`src/rtl/brake_pkg.sv`:
```
package brake_pkg;
  typedef enum logic [1:0] {
    ST_IDLE  = 2'd0,
    ST_BRAKE = 2'd1,
    ST_DONE  = 2'd2
  } brake_st_e;

  localparam logic [7:0] CMD_BRK_ON   = 8'hC5;
  localparam logic [7:0] CMD_BRK_OFF  = 8'hC4;
  localparam logic [7:0] CMD_THR_HI   = 8'hA3;
  localparam logic [7:0] CMD_CONT_ON  = 8'hCB;
  localparam logic [7:0] CMD_CONT_OFF = 8'hCA;
  localparam logic [7:0] CMD_HOLD_ON  = 8'hCD;
  localparam logic [7:0] CMD_HOLD_OFF = 8'hCC;
  localparam logic [7:0] CMD_BRAKE    = 8'h06;
endpackage

```
`src/rtl/brake_mode_regs.sv`:
```
module brake_mode_regs
  import brake_pkg::*;
(
  input  logic       clk,
  input  logic       rst_n,
  input  logic       cmd_valid,
  input  logic [7:0] cmd_code,
  output logic       brk_en,
  output logic       thr_hi,
  output logic       cont_mode,
  output logic       hold_mode
);
  logic brk_en_d, thr_hi_d, cont_d, hold_d;

  always_comb begin
    brk_en_d = brk_en;
    thr_hi_d = thr_hi;
    cont_d   = cont_mode;
    hold_d   = hold_mode;
    if (cmd_valid) begin
      case (cmd_code)
        CMD_BRK_ON:   brk_en_d = 1'b1;
        CMD_BRK_OFF:  brk_en_d = 1'b0;
        CMD_THR_HI:   thr_hi_d = 1'b1;
        CMD_CONT_ON:  cont_d   = 1'b1;
        CMD_CONT_OFF: cont_d   = 1'b0;
        CMD_HOLD_ON:  hold_d   = 1'b1;
        CMD_HOLD_OFF: hold_d   = 1'b0;
        default: ;
      endcase
    end
  end

  always_ff @(posedge clk or negedge rst_n) begin
    if (!rst_n) begin
      brk_en    <= 1'b0;
      thr_hi    <= 1'b0;
      cont_mode <= 1'b0;
      hold_mode <= 1'b0;
    end else begin
      brk_en    <= brk_en_d;
      thr_hi    <= thr_hi_d;
      cont_mode <= cont_d;
      hold_mode <= hold_d;
    end
  end

  // once raised, the threshold select only returns low through reset
  a_r6_thr_sticky: assert property (@(posedge clk) disable iff (!rst_n)
    thr_hi |=> thr_hi);
endmodule

```
`src/rtl/efm_frame_counter.sv`:
```
module efm_frame_counter #(
  parameter int CNT_W = 4
) (
  input  logic             clk,
  input  logic             rst_n,
  input  logic             efm_in,
  input  logic             frame_strobe,
  output logic [CNT_W-1:0] frame_total
);
  localparam logic [CNT_W-1:0] CNT_MAX = {CNT_W{1'b1}};

  logic             sync1, sync2, sync3;
  logic             edge_seen;
  logic [CNT_W-1:0] cnt, cnt_d, cnt_inc;

  assign edge_seen   = sync2 ^ sync3;
  assign cnt_inc     = (edge_seen && cnt != CNT_MAX) ? cnt + 1'b1 : cnt;
  assign frame_total = cnt_inc;

  always_comb begin
    cnt_d = cnt_inc;
    if (frame_strobe) cnt_d = '0;
  end

  always_ff @(posedge clk or negedge rst_n) begin
    if (!rst_n) begin
      sync1 <= 1'b0;
      sync2 <= 1'b0;
      sync3 <= 1'b0;
      cnt   <= '0;
    end else begin
      sync1 <= efm_in;
      sync2 <= sync1;
      sync3 <= sync2;
      cnt   <= cnt_d;
    end
  end

  // a full counter stays full until the next strobe
  a_r7_no_overflow: assert property (@(posedge clk) disable iff (!rst_n)
    (cnt == CNT_MAX && !frame_strobe) |=> cnt == CNT_MAX);
  // each strobe starts the next frame from zero
  a_r4_frame_clear: assert property (@(posedge clk) disable iff (!rst_n)
    frame_strobe |=> cnt <= CNT_W'(1));
endmodule

```
`src/rtl/brake_seq.sv`:
```
module brake_seq
  import brake_pkg::*;
#(
  parameter int CNT_W = 4
) (
  input  logic             clk,
  input  logic             rst_n,
  input  logic             start,
  input  logic             stop,
  input  logic             frame_strobe,
  input  logic [CNT_W-1:0] frame_total,
  input  logic [CNT_W-1:0] threshold,
  output brake_st_e        state
);
  brake_st_e state_d;
  logic      armed, armed_d;

  always_comb begin
    state_d = state;
    armed_d = armed;
    if (stop) begin
      state_d = ST_IDLE;
      armed_d = 1'b0;
    end else if (start) begin
      state_d = ST_BRAKE;
      armed_d = 1'b0;
    end else if (state == ST_BRAKE && frame_strobe) begin
      armed_d = 1'b1;
      if (armed && frame_total < threshold) state_d = ST_DONE;
    end
  end

  always_ff @(posedge clk or negedge rst_n) begin
    if (!rst_n) begin
      state <= ST_IDLE;
      armed <= 1'b0;
    end else begin
      state <= state_d;
      armed <= armed_d;
    end
  end

  // no decision on the strobe that only opens the first frame
  a_r4_arm_first: assert property (@(posedge clk) disable iff (!rst_n)
    (state == ST_BRAKE && !armed && !stop && !start) |=> state == ST_BRAKE);
  // stop always returns to idle
  a_r10_stop_idle: assert property (@(posedge clk) disable iff (!rst_n)
    stop |=> state == ST_IDLE);
endmodule

```
`src/rtl/disc_brake_ctrl.sv`:
```
module disc_brake_ctrl
  import brake_pkg::*;
#(
  parameter int         CNT_W    = 4,
  parameter int         THR_LO   = 4,
  parameter int         THR_HI   = 8,
  parameter logic [7:0] CMD_STOP = 8'h02
) (
  input  logic       clk,
  input  logic       rst_n,
  input  logic       cmd_valid,
  input  logic [7:0] cmd_code,
  input  logic       efm_in,
  input  logic       frame_strobe,
  input  logic       servo_motor_in,
  input  logic       servo_trkoff_in,
  output logic       motor_drv_out,
  output logic       brake_done,
  output logic       track_off_out
);
  localparam logic [CNT_W-1:0] THR_LO_V = CNT_W'(THR_LO);
  localparam logic [CNT_W-1:0] THR_HI_V = CNT_W'(THR_HI);

  logic             brk_en, thr_hi, cont_mode, hold_mode;
  logic             start, stop, braking, finished, drive_held;
  logic [CNT_W-1:0] frame_total, threshold;
  brake_st_e        state;

  brake_mode_regs u_modes (
    .clk, .rst_n, .cmd_valid, .cmd_code,
    .brk_en, .thr_hi, .cont_mode, .hold_mode
  );

  efm_frame_counter #(.CNT_W(CNT_W)) u_count (
    .clk, .rst_n, .efm_in, .frame_strobe, .frame_total
  );

  assign start     = cmd_valid && cmd_code == CMD_BRAKE && brk_en;
  assign stop      = cmd_valid && cmd_code == CMD_STOP;
  assign threshold = thr_hi ? THR_HI_V : THR_LO_V;

  brake_seq #(.CNT_W(CNT_W)) u_seq (
    .clk, .rst_n, .start, .stop, .frame_strobe,
    .frame_total, .threshold, .state
  );

  assign braking    = state == ST_BRAKE;
  assign finished   = state == ST_DONE;
  assign drive_held = braking || (finished && cont_mode);

  assign brake_done    = finished;
  assign motor_drv_out = (state == ST_IDLE) ? servo_motor_in : drive_held;
  assign track_off_out = (hold_mode && drive_held) ? 1'b0 : servo_trkoff_in;

  // an accepted brake code drives the motor and clears completion
  a_r3_start_drive: assert property (@(posedge clk) disable iff (!rst_n)
    start |=> (motor_drv_out && !brake_done));
  // completion drops the drive only outside continuous mode
  a_r5_done_drop: assert property (@(posedge clk) disable iff (!rst_n)
    (brake_done && !cont_mode) |-> !motor_drv_out);
  a_r8_cont_hold: assert property (@(posedge clk) disable iff (!rst_n)
    (brake_done && cont_mode) |-> motor_drv_out);
  // hold mode keeps tracking off during braking
  a_r9_hold_low: assert property (@(posedge clk) disable iff (!rst_n)
    (hold_mode && braking) |-> !track_off_out);
  // stop clears completion
  a_r10_stop_clear: assert property (@(posedge clk) disable iff (!rst_n)
    stop |=> !brake_done);
endmodule

```
`config.mk`:
```
export PLATFORM = sky130hd
export DESIGN_NAME = disc_brake_ctrl
export DESIGN_NICKNAME = d
export VERILOG_FILES = /design/src/rtl/brake_pkg.sv /design/src/rtl/brake_mode_regs.sv /design/src/rtl/efm_frame_counter.sv /design/src/rtl/brake_seq.sv /design/src/rtl/disc_brake_ctrl.sv
export SDC_FILE = /design/constraint.sdc
export NUM_CORES = 1
export LEC_CHECK = 0
export ABC_AREA = 1
export ABC_CLOCK_PERIOD_IN_PS = 2800
export BUFFER_PORTS_ARGS = -buffer_cell sky130_fd_sc_hd__buf_2
export CAP_MARGIN = 20
export CORE_MARGIN = 3
export CORE_UTILIZATION = 55
export DETAILED_ROUTE_END_ITERATION = 6
export PLACE_DENSITY = 0.77
export REMOVE_ABC_BUFFERS = 1
export SLEW_MARGIN = 30
export SYNTH_ARGS = -nofsm -noshare
export SYNTH_HDL_FRONTEND = slang
export SYNTH_SLANG_ARGS = --single-unit
```
`constraint.sdc`:
```
create_clock -name clk -period 2.8 [get_ports clk]
set_input_delay 0.28 -clock clk [delete_from_list [all_inputs] [get_ports clk]]
set_output_delay 0.28 -clock clk [all_outputs]
set_load 0.01 [all_outputs]
```
# --- Word-level counts from Yosys, hierarchy flattened ---
# Index checks and enable logic that the tools add are counted.
totals:
  register_bits: 14
  in_bits: 15
  output_inout_bits: 3
  elab_cells: 60
op_classes:
  addsub: 1
  magnitude_cmp: 1
  n_eq_ne: 12
  muxes: 15
  bitwise: 1
  n_reduce_logical: 20
op_table:
  columns: ["operator", "count"]
  rows:
  - ["== test 8 bit, second input constant", 7]
  - ["two-way mux 4 bit", 3]
  - ["AND reduction 2 bit", 5]
  - ["== test 8 x 2 -> 1 bit, second input constant", 1]
  - ["== test 8 x 3 -> 1 bit, second input constant", 1]
  - ["logical AND 1 bit", 8]
  - ["two-way mux 2 bit", 4]
  - ["case mux 1 bit (2 select lines)", 3]
  - ["nonzero test 2 bit", 3]
  - ["nonzero test 3 bit", 2]
  - ["two-way mux 1 bit", 5]
  - ["adder 4 x 1 -> 4 bit, second input constant", 1]
  - ["< comparator 4 bit", 1]
  - ["!= test 4 bit, second input constant", 1]
  - ["== test 2 x 1 -> 1 bit, second input constant", 1]
  - ["== test 2 bit, second input constant", 1]
  - ["logical NOT 2 bit", 1]
  - ["logical OR 1 bit", 1]
  - ["XOR 1 bit", 1]

# --- Logic depth before layout (Yosys ltp) ---
# Gate-level depths: netlist of the first run.
depth:
  word_depth: 9
  ltp_mapped: 13
  ltp_nobuf: 13

# --- Modules after synthesis ---
# Synthesis of the first run repeated with hierarchy kept, for this count alone.
hier_totals:
  cells_unflattened: 141
  area_unflattened_um2: 940.9
modules_own_cells:
  columns: ["mod", "instances", "cells_each", "area_each_um2", "seq_area_each_um2"]
  rows:
  - ["efm_frame_counter", 1, 42, 336.6, 175.2]
  - ["brake_mode_regs", 1, 44, 270.3, 100.1]
  - ["brake_seq", 1, 34, 239.0, 75.1]
  - ["disc_brake_ctrl", 1, 21, 95.1, 0.0]

# --- Worst setup path after synthesis of the first run ---
# No wires, ideal clock.
synth_timing:
  kind: "reg-to-reg"
  startpoint: "reg u_count.cnt[0]"
  endpoint: "reg u_seq.state[0]"
  setup_ns: 0.121
  arrival_ns: 1.666
  t_required_ns: 2.679
  slack_ns: 1.013
  stages_incl_launch_ff: 13
  n_path_buf: 0
  synth_period_minus_slack_ns: 1.787
  cell_sequence: "dfrtp_1 ha_1 nand2_1 o21ai_2 nor2_2 nand3_2 xor2_2 inv_1 ha_1 nor3b_1 nand2_1 nand2_1 a21oi_2"
synth_via:
  elab_chain_len: 7
  word_cells_on_any_way: 8
  cone_classes: "1 x add/sub; 1 x order compare; 1 x eq/ne; 1 x mux; 4 x reduce/logical"
synth_rtl:
  columns: ["item", "line_no", "rtl"]
  rows:
  - ["from (decl)", "efm_frame_counter.sv:14", "logic [CNT_W-1:0] cnt, cnt_d, cnt_inc;"]
  - ["from (signal assigned)", "efm_frame_counter.sv:35", "cnt <= cnt_d;"]
  - ["branches (longest 2 deep; another with adder 4 x 1 -> 4 bit)", null, null]
  - ["two-way mux 4 bit *", "efm_frame_counter.sv:17", "assign cnt_inc = (edge_seen && cnt != CNT_MAX) ? cnt + 1'b1 : cnt;"]
  - ["< comparator 4 bit *", "brake_seq.sv:29", "if (armed && frame_total < threshold) state_d = ST_DONE;"]
  - ["logical AND 1 bit *", "brake_seq.sv:29", null]
  - ["nonzero test 3 bit (no line) *", null, null]
  - ["AND reduction 2 bit (no line) *", null, null]
  - ["to (signal assigned)", "brake_seq.sv:38", "state <= state_d;"]
  - ["to (decl)", "brake_seq.sv:13", "output brake_st_e state"]
# Mark *: on every way between the ends.
# A chain may end at the register's enable or synchronous reset.

# --- Worst setup path in the final report of the first run ---
layout_timing:
  startpoint: "reg u_count.cnt[1]"
  endpoint: "reg u_seq.state[0]"
# Same word-level chain as after synthesis.

==> results of run 1 <==
## report_power, final
group	switching [mW]	internal, mW
clock network	0.0512	0.0497
logic	0.0344	0.0242
registers	0.00655	0.212
total	0.0921	0.286
## cell families after synthesis
kind of cell / share of synthesized area
flops: 0.4459
mux: 0.01910
simple gates: 0.3312
fa+ha+maj: 0.03184
compound gates: 0.06052
buf+inv: 0.09075
xor+xnor: 0.02071
## stage by stage
step	power (mW)	worst slack (ns)	hold slack, ns	instance area, um^2
2_1_floorplan	0.2531	1.013	-0.01559	785.8
5_1_grt	0.4028	0.6332	0.09569	920.9
3_5_place_dp	0.2803	0.8629	0.1820	888.4
3_3_place_gp	0.2782	0.9227	0.1819	888.4
4_1_cts	0.3861	0.8405	0.1029	920.9
6_report	0.3780	0.8434	0.1184	920.9
## per-layer routing
metal	vias to the layer above	GRT usage	routed length (um)
li1	349	-	-
met1	270	0.2179	663
met2	21	0.2442	554
met3	2	0.07469	89
met4	0	0.05422	14
met5	-	0	0
## what timing repair did
action                                  CTS  global route
endpoints found under the hold margin    14             0
endpoints found under the setup margin    0             0
hold buffers                              1             0
setup buffers                             0             0
## area by class of cell
class                      instances  area [um^2]  area share
clock buffer                       3        22.52     0.02446
multi-input combinational         63        364.1      0.3954
tap                               14        17.52     0.01902
timing repair buffer              18        95.09      0.1033
inverter                          19        71.32     0.07745
sequential                        14        350.3      0.3804
## worst max-delay path, delay by kind of cell (launching register included)
family                   cells  cell delay (ns)
AND/OR/NAND/NOR              6             0.68
flip-flops                   1             0.41
adder cells (fa/ha/maj)      2             0.39
XOR/XNOR                     1             0.18
AO/OA/AOI/OAI                2             0.13
buffers and inverters        1             0.07
## layout by cell type (no fill, tap or decap), types with 3 or more instances in the layout
cell and n:
buf_2 17, nand2_1 22, nand3_1 6, inv_1 18, dfrtp_1 14, nor3_1 4, nor2_2 3, clkbuf_4 3
nor2_1 7
## path summary, 6_finish.rpt
path | startpoint | depth (start not counted) | end
min in group asynchronous | rst_n | 2 | u_modes.cont_mode$_DFFE_PN0P_
worst min register to register | u_count.sync1$_DFF_PN0_ | 0 | u_count.sync2$_DFF_PN0_
max in group asynchronous | rst_n | 2 | u_count.cnt[0]$_DFFE_PN0P_
worst max register to register | u_count.cnt[1]$_DFFE_PN0P_ | 12 | u_seq.state[0]$_DFFE_PN0P_
worst min-delay path | efm_in | 1 | u_count.sync1$_DFF_PN0_
worst max-delay path | u_count.cnt[1]$_DFFE_PN0P_ | 12 | u_seq.state[0]$_DFFE_PN0P_
==> out/metrics.yaml, run 1 <==
cts:
  h-tree-depth: 1
  clk_latency_ns: 0.26
  root_buffer: "clkbuf_4"
  path_clk_slew_ns: 0.07
  clock-sinks: 14
  cts_buffer_depth: 2
  postCtsResizedCells: 0
  cts_made_buffers: 3
  cts_tree: "done"
detailed_routing:
  dr_total_vias: 642
  ant_nets: 0
  drt_pass1_iterations: 4
  drc_errors: 0
  drt_iter0_drc: 6
  finalWirelength_um: 1321
  via_per_inst: 4.901
  wire_per_inst_um: 10.08
layout:
  nets: 136
  area_delta_synth_final_pct: 17.20
  largest_reg_flops: 4
  stdcell_count: 131
  nFillCells: 97
  utilization: 0.7572
  antennaDiodeCount: 0
  drive_gt1_frac: 0.2906
  top_register: "u_count.cnt"
  reg_top3: "u_count.cnt: 4 flops, u_seq.state: 2 flops"
timing:
  finalMaxSlewViolations: 0
  rsz0062_at_grt: "no"
  slew_headroom: 0.8064
  finClkSkew_ns: 0.0009113
  clock.fmax_mhz: 511.1
  setup_viol: 0
  tns_ns: 0
  hold_viol_final: 0
  min_period_over_period: 0.6988
  period_needed_ns: 1.957
  tightest_slew_ns: 0.2905
logic_synthesis:
  synthTopCellsByArea: "dfrtp_1 (45%), nand2_1 (11%), inv_1 (8.6%)"
  avgSynthCellArea_um2: 8.185
  ys_seq_area_frac: 0.4459
  synth.most_common_cell: "nand2_1"
  synth.top_cell.area_share: 0.4459
  synth_common_cells: "nand2_1 (22), inv_1 (18), dfrtp_1 (14), nor2_1 (7), nand3_1 (6)"
  yosysTopAreaCell: "dfrtp_1"
  synth_edf_count: 0
  synth_cell_types: 25
  synth_area_um2: 785.8
  ys_ff_latch: 14
  syn_inst: 96
  synthArstFlopShare: 1.000
  synth-main-ff-cell: "dfrtp_1"
  yosysWarnings: 0
setup_path:
  crit_top_cell: "nand2_1"
  crit_type: "register to register"
  path_cells: "ha_1, nand2_1, o21ai_2, nor2_2, nand3_2, xor2_2, inv_1, ha_1, nor3b_1, nand2_1, nand2_1, a21oi_2"
  worst-path-max-fanout: 3
  cpPeakStageDelay_ns: 0.41
  critPathCaptureType: "register"
  startpoint_type: "register"
  arrival_ns: 2.11
  worstPathRequired_ns: 2.96
  r2r_slack_ns: 0.84
  cpMaxStageDelayCell: "dfrtp_1"
floorplanning:
  io_pins: 18
  core_mm2: 0.001216
  start_util: 0.6461
  die_width_um: 43.80
  fp-row-count: 12
  die_y_um: 43.80
  fp.dieArea_mm2: 0.001918
placed_design:
  gp_congestion: 0.8656
  port_buffers: 17
  dp_hpwl_um: 1107
  dp.cells: 127
worst_hold_path:
  min_path_type: "input port to register"
outcome:
  status: "finished clean"
power:
  leakage_nw: 0.5163
  power_per_cell_area_mw_per_mm2: 410.5
  max-vdd-ir-drop_mv: 0.3572
grt:
  grt_pass1_vias: 584
  grt_util_all_layers: 0.1667
  antenna_found_initial: 0
  grt_overflow: 0
  grt_pass1_wl_um: 2325
  grt_start_max_net_pins: 15
flow_run:
  maxCapViolCount: 0
Power figures use the tool's default switching activity.
==> run 2, diff against run 1 <==
--- a/config.mk
+++ b/config.mk
@@ -6,13 +6,13 @@
 export NUM_CORES = 1
 export LEC_CHECK = 0
 export ABC_AREA = 1
-export ABC_CLOCK_PERIOD_IN_PS = 2800
+export ABC_CLOCK_PERIOD_IN_PS = 1950
 export BUFFER_PORTS_ARGS = -buffer_cell sky130_fd_sc_hd__buf_2
 export CAP_MARGIN = 20
 export CORE_MARGIN = 3
-export CORE_UTILIZATION = 55
+export CORE_UTILIZATION = 51
 export DETAILED_ROUTE_END_ITERATION = 6
-export PLACE_DENSITY = 0.77
+export PLACE_DENSITY = 0.72
 export REMOVE_ABC_BUFFERS = 1
 export SLEW_MARGIN = 30
 export SYNTH_ARGS = -nofsm -noshare
==> constraint.sdc (replaced) <==
create_clock -name clk -period 1.95 [get_ports clk]
set_input_delay 0.195 -clock clk [delete_from_list [all_inputs] [get_ports clk]]
set_output_delay 0.195 -clock clk [all_outputs]
set_load 0.01 [all_outputs]
==> out/metrics.yaml, run 2 (synthesis results as in run 1) <==
layout:
  area_delta_synth_final_pct: 29.30
  final_cell_mix: "nand2_1 (21), inv_1 (17), buf_2 (17), dfrtp_1 (14), nor2_1 (7)"
  nFillCells: 113  # +16%
  mostFrequentLayoutCell: "nand2_1"
  reg_top3: "u_count.cnt: 4 flops, u_seq.state: 2 flops"
  antennaDiodeCount: 0  # unchanged
  largest_reg_flops: 4  # unchanged
  drive_gt1_frac: 0.3710  # +0.08037
  regArea_um2: 350.3  # unchanged
  stdcell_area_mm2: 0.001016  # +10%
  nets: 142  # +4.4%
  multi_input_area_um2: 399.1  # +9.6%
  top_register: "u_count.cnt"
setup_path:
  worst-path-max-fanout: 3  # unchanged
  r2r-end: "u_seq.state[0]$_DFFE_PN0P_"
  cpPeakStageDelay_ns: 0.41  # about the same
  arrival_ns: 2.09  # -0.02 ns
  cp.depth: 12  # unchanged
  crit_type: "register to register"
  r2r_slack_ns: 0.02  # -0.82 ns
  r2r.worst_path.cells: 12  # unchanged
  cp_top_family: "simple AND/OR/NAND/NOR gates"
  cp_num_buf_inv: 1  # unchanged
  worstPathRequired_ns: 2.11  # -0.85 ns
  crit-reg2reg-launch: "u_count.cnt[1]$_DFFE_PN0P_"
  path_cells: "ha_2, nand2_4, o21ai_4, nor2_2, nand3_2, xor2_2, inv_2, ha_4, nor3b_2, nand2_1, nand2_1, a21oi_2"
  startpoint_type: "register"
  critPathCaptureType: "register"
  crit_top_cell: "nand2_1"
  cpMaxStageDelayCell: "dfrtp_1"
placed_design:
  port_buffers: 17  # unchanged
  gp_congestion: 0.7596  # -12%
  place_ws_ns: -0.008931  # -0.8719 ns
  dpl_cell_area_um2: 889.6  # +0.14%
  dp_hpwl_um: 1196  # +8.1%
cts:
  clk_latency_ns: 0.27  # about the same
  h-tree-depth: 1  # unchanged
  path_clk_slew_ns: 0.09  # +0.02 ns
  clock-sinks: 14  # unchanged
  cts_tree: "done"
  root_buffer: "clkbuf_4"
  cts_buffer_depth: 2  # unchanged
  cts_made_buffers: 3  # unchanged
floorplanning:
  die_y_um: 45.25  # +3.3%
  fp.dieArea_mm2: 0.002048  # +6.8%
  fp-row-count: 13  # +1
  io_pins: 18  # unchanged
  die_width_um: 45.25  # +3.3%
  start_util: 0.5751  # -0.07100
  core_mm2: 0.001366  # +12%
timing:
  min_period_over_period: 0.9895  # +0.2907
  layout_setup_ws_ns: 0.02042  # -0.8230 ns
  finalMaxSlewViolations: 0  # unchanged
  tightest_slew_ns: 0.3205  # +0.03006 ns
  hold_viol_final: 0  # unchanged
  whs_ns: 0.02616  # -0.09222 ns
  slew_headroom: 0.7863  # -0.02004
  setup_viol: 0  # unchanged
  finClkSkew_ns: 0.004591  # +0.003680 ns
  period_needed_ns: 1.930  # -0.02703 ns
  clock.fmax_mhz: 518.2  # +1.4%
  rsz0062_at_grt: "yes"
power:
  max-vdd-ir-drop_mv: 0.5824  # +63%
  finalPower_mw: 0.6178  # +63%
  power_per_cell_area_mw_per_mm2: 608.1  # +48%
  leakage_nw: 0.5619  # +8.8%
grt:
  grt_pass1_vias: 635  # +8.7%
  grt_overflow: 0  # unchanged
  antenna_found_initial: 0  # unchanged
  grt_util_all_layers: 0.1751  # +0.008395
  grt_pass1_wl_um: 2608  # +12%
  grt_start_max_net_pins: 15  # unchanged
detailed_routing:
  drt_iter0_drc: 18  # +12
  via_per_inst: 5.050  # +3.1%
  wire_per_inst_um: 11.64  # +15%
  drc_errors: 0  # unchanged
  finalWirelength_um: 1618  # +22%
  dr_total_vias: 702  # +9.3%
  drt_pass1_iterations: 4  # unchanged
  ant_nets: 0  # unchanged
flow_run:
  maxCapViolCount: 0  # unchanged
worst_hold_path:
  hp-start: "efm_in"
  min_path_type: "input port to register"
  min_to: "u_count.sync1$_DFF_PN0_"
  holdPathStages: 1  # unchanged
outcome:
  status: "finished clean"
==> run 2: worst max path at each step <==
stage | startpoint | endpoint | slack (ns)
after floorplan | u_count.cnt[0]$_DFFE_PN0P_ | u_seq.state[0]$_DFFE_PN0P_ | 0.16
after global placement | u_count.cnt[0]$_DFFE_PN0P_ | u_seq.state[0]$_DFFE_PN0P_ | 0.06
after detailed placement | u_count.cnt[0]$_DFFE_PN0P_ | u_seq.state[0]$_DFFE_PN0P_ | -0.009
after CTS | u_count.cnt[0]$_DFFE_PN0P_ | u_seq.state[0]$_DFFE_PN0P_ | 0.005
after global routing | u_count.cnt[0]$_DFFE_PN0P_ | u_seq.state[0]$_DFFE_PN0P_ | -0.1
final | u_count.cnt[1]$_DFFE_PN0P_ | u_seq.state[0]$_DFFE_PN0P_ | 0.02
==> run 2: layout make-up <==
cell class,count,share of cell area
clock buffer,4,0.03571
inverter,19,0.07020
multi-input combinational,63,0.3929
sequential,14,0.3448
tap,15,0.01847
timing repair buffer,24,0.1379
==> run 2: layer usage <==
metal,share of wire,GRT usage,wire length [um]
met5,0,0,0
met3,0.057,0.03586,93
met4,0.0074,0.05263,12
met2,0.51,0.2938,826
met1,0.42,0.2250,686
==> run 2: timing repair <==
item,in CTS,in global routing
setup buffers,1,5
setup endpoints to repair,2,2
hold buffers,1,0
resized for setup,0,8
hold endpoints to repair,14,0
pin swaps,0,9
==> run 2: metrics by stage <==
step           instances  setup TNS, ns  utilization
3_5_place_dp         128      -0.008931       0.6511
5_1_grt              139        -0.1598       0.7436
3_3_place_gp         128              0       0.6511
4_1_cts              134              0       0.6905
6_report             139              0       0.7436
2_1_floorplan         96              0            -
==> run 2: power by group <==
| part | leakage [nW] | total [mW] | switching (mW) | internal (mW) |
|---|---|---|---|---|
| logic | 0.370 | 0.0988 | 0.0557 | 0.0431 |
| clock network | 0.0210 | 0.205 | 0.0920 | 0.113 |
| registers | 0.171 | 0.314 | 0.00958 | 0.304 |
| total | 0.562 | 0.618 | 0.157 | 0.461 |
==> run 3, diff against run 2 <==
--- a/config.mk
+++ b/config.mk
@@ -10,9 +10,9 @@
 export BUFFER_PORTS_ARGS = -buffer_cell sky130_fd_sc_hd__buf_2
 export CAP_MARGIN = 20
 export CORE_MARGIN = 3
-export CORE_UTILIZATION = 51
+export CORE_UTILIZATION = 40
 export DETAILED_ROUTE_END_ITERATION = 6
-export PLACE_DENSITY = 0.72
+export PLACE_DENSITY = 0.58
 export REMOVE_ABC_BUFFERS = 1
 export SLEW_MARGIN = 30
 export SYNTH_ARGS = -nofsm -noshare
==> out/metrics.yaml, run 3 (synthesis results as in run 1) <==
setup_path:
  startpoint_type: "register"
  critPathCaptureType: "register"
  path_cells: "ha_2, nand2_2, o21ai_4, nor2_2, nand3_2, xor2_2, inv_2, ha_4, nor3b_2, nand2_2, nand2_2, a21oi_2"
  cpPeakStageDelay_ns: 0.40  # about the same
  worst-path-max-fanout: 3  # unchanged
  cp_top_family: "simple AND/OR/NAND/NOR gates"
  cpMaxStageDelayCell: "dfrtp_1"
  crit_type: "register to register"
  cp_num_buf_inv: 1  # unchanged
  worstPathRequired_ns: 2.11  # about the same
  crit_top_cell: "nand2_2"
  arrival_ns: 2.01  # -0.08 ns
detailed_routing:
  drc_errors: 0  # unchanged
  via_per_inst: 4.634  # -8.2%
  finalWirelength_um: 1544  # -4.6%
  ant_nets: 0  # unchanged
  drt_pass1_iterations: 2  # -2
  drt_iter0_drc: 4  # -14
  dr_total_vias: 672  # -4.3%
  wire_per_inst_um: 10.65  # -8.5%
layout:
  top_register: "u_count.cnt"
  nets: 139  # -2.1%
  regArea_um2: 350.3  # unchanged
  final_cell_mix: "nand2_1 (18), inv_1 (17), buf_2 (17), dfrtp_1 (14), nor2_1 (7)"
  largest_reg_flops: 4  # unchanged
  stdcell_area_um2: 994.7  # -2.1%
  drive_gt1_frac: 0.3750  # +0.004032
  area_delta_synth_final_pct: 26.59
  nFillCells: 176  # +56%
  antennaDiodeCount: 0  # unchanged
  mostFrequentLayoutCell: "nand2_1"
  utilization: 0.5579  # -0.1857
  multi_input_area_um2: 401.6  # +0.63%
  reg_top3: "u_count.cnt: 4 flops, u_seq.state: 2 flops"
floorplanning:
  start_util: 0.4407  # -0.1344
  fp.dieArea_mm2: 0.002532  # +24%
  fp-row-count: 15  # +2
  die_y_um: 50.32  # +11%
  core_mm2: 0.001783  # +30%
  die_width_um: 50.32  # +11%
  io_pins: 18  # unchanged
timing:
  hold_viol_final: 0  # unchanged
  period_needed_ns: 1.851  # -0.07884 ns
  slew_headroom: 0.7971  # +0.01079
  tns_ns: 0  # unchanged
  tightest_slew_ns: 0.3043  # -0.01618 ns
  finalMaxSlewViolations: 0  # unchanged
  layout_setup_ws_ns: 0.09926  # +0.07884 ns
  clock.fmax_mhz: 540.3  # +4.3%
  whs_ns: 0.03175  # +0.005581 ns
  min_period_over_period: 0.9491  # -0.04043
  setup_viol: 0  # unchanged
  finClkSkew_ns: 0.005467  # +0.0008754 ns
flow_run:
  maxCapViolCount: 0  # unchanged
cts:
  clock-sinks: 14  # unchanged
  root_buffer: "clkbuf_4"
  clk_latency_ns: 0.27  # about the same
  cts_buffer_depth: 2  # unchanged
  path_clk_slew_ns: 0.08  # about the same
  h-tree-depth: 1  # unchanged
  cts_made_buffers: 3  # unchanged
  cts_tree: "done"
grt:
  grt_util_all_layers: 0.1337  # -0.04135
  grt_start_max_net_pins: 15  # unchanged
  grt_pass1_vias: 673  # +6.0%
  grt_overflow: 0  # unchanged
  grt_pass1_wl_um: 2635  # +1.0%
  antenna_found_initial: 0  # unchanged
power:
  max-vdd-ir-drop_mv: 0.2906  # -50%
  power_per_cell_area_mw_per_mm2: 563.8  # -7.3%
  leakage_nw: 0.5266  # -6.3%
placed_design:
  place_ws_ns: -0.002609  # +0.006322 ns
  gp_congestion: 0.7078  # -6.8%
  port_buffers: 17  # unchanged
  dp_hpwl_um: 1271  # +6.3%
  dpl_cell_area_um2: 909.6  # +2.3%
outcome:
  status: "finished clean"
worst_hold_path:
  min_path_type: "input port to register"
[run 3: cell types whose count changed in the layout (fill, tap and decap cells not counted), sizes merged]
| cell | previous run | this run |
|---|---|---|
| buf | 23 | 20 |
| clkbuf | 4 | 3 |
[run 3: final cells by class]
class / count / share of cell area
clock buffers: 3 / 0.02264
inverters: 19 / 0.07170
multi-input cells: 63 / 0.4038
flip-flops and latches: 14 / 0.3522
well taps: 25 / 0.03145
repair buffers: 21 / 0.1182
[run 3: worst reg2reg max path: cells and delay by family, from the launching register on]
family	cells	cell delay [ns]
simple gates	6	0.63
flops	1	0.40
fa+ha+maj	2	0.35
compound gates	2	0.10
xor+xnor	1	0.18
buf+inv	1	0.06
[run 3: worst paths after layout]
check	end	cells after the start	from	slack [ns]
hold reg to reg	u_count.sync2$_DFF_PN0_	0	u_count.sync1$_DFF_PN0_	0.35
setup / recovery	u_seq.state[0]$_DFFE_PN0P_	12	u_count.cnt[1]$_DFFE_PN0P_	0.1
max in group asynchronous	u_count.sync2$_DFF_PN0_	2	rst_n	1.37
setup reg to reg	u_seq.state[0]$_DFFE_PN0P_	12	u_count.cnt[1]$_DFFE_PN0P_	0.1
min in group asynchronous	u_count.cnt[1]$_DFFE_PN0P_	2	rst_n	0.34
hold / removal	u_count.sync1$_DFF_PN0_	1	efm_in	0.03
[run 3: routing by layer]
layer	wire, um	vias up	GRT usage
li1	-	349	-
met1	671	309	0.1431
met2	811	12	0.2587
met3	46	2	0.01780
met4	14	0	0.05381
met5	0	-	0
[run 3: report_power, final]
part	leakage, nW	internal [mW]	switching (mW)
sequential	0.171	0.304	0.00927
clock	0.0138	0.0713	0.0837
combinational	0.342	0.0401	0.0523
total	0.527	0.416	0.145
[run 3: stage by stage]
| stage | total power, mW | cells |
|---|---|---|
| floorplan | 0.3634 | 96 |
| detailed placement | 0.4068 | 139 |
| global route | 0.5953 | 145 |
| global placement | 0.4037 | 139 |
| CTS | 0.5647 | 144 |
| finish | 0.5608 | 145 |
[run 3: repair_timing]
action	CTS	global route
resized for setup	0	10
buffers inserted	1	1
hold buffers	1	0
setup endpoints to repair	1	2
endpoints found under the hold margin	14	0
pin swaps	0	5
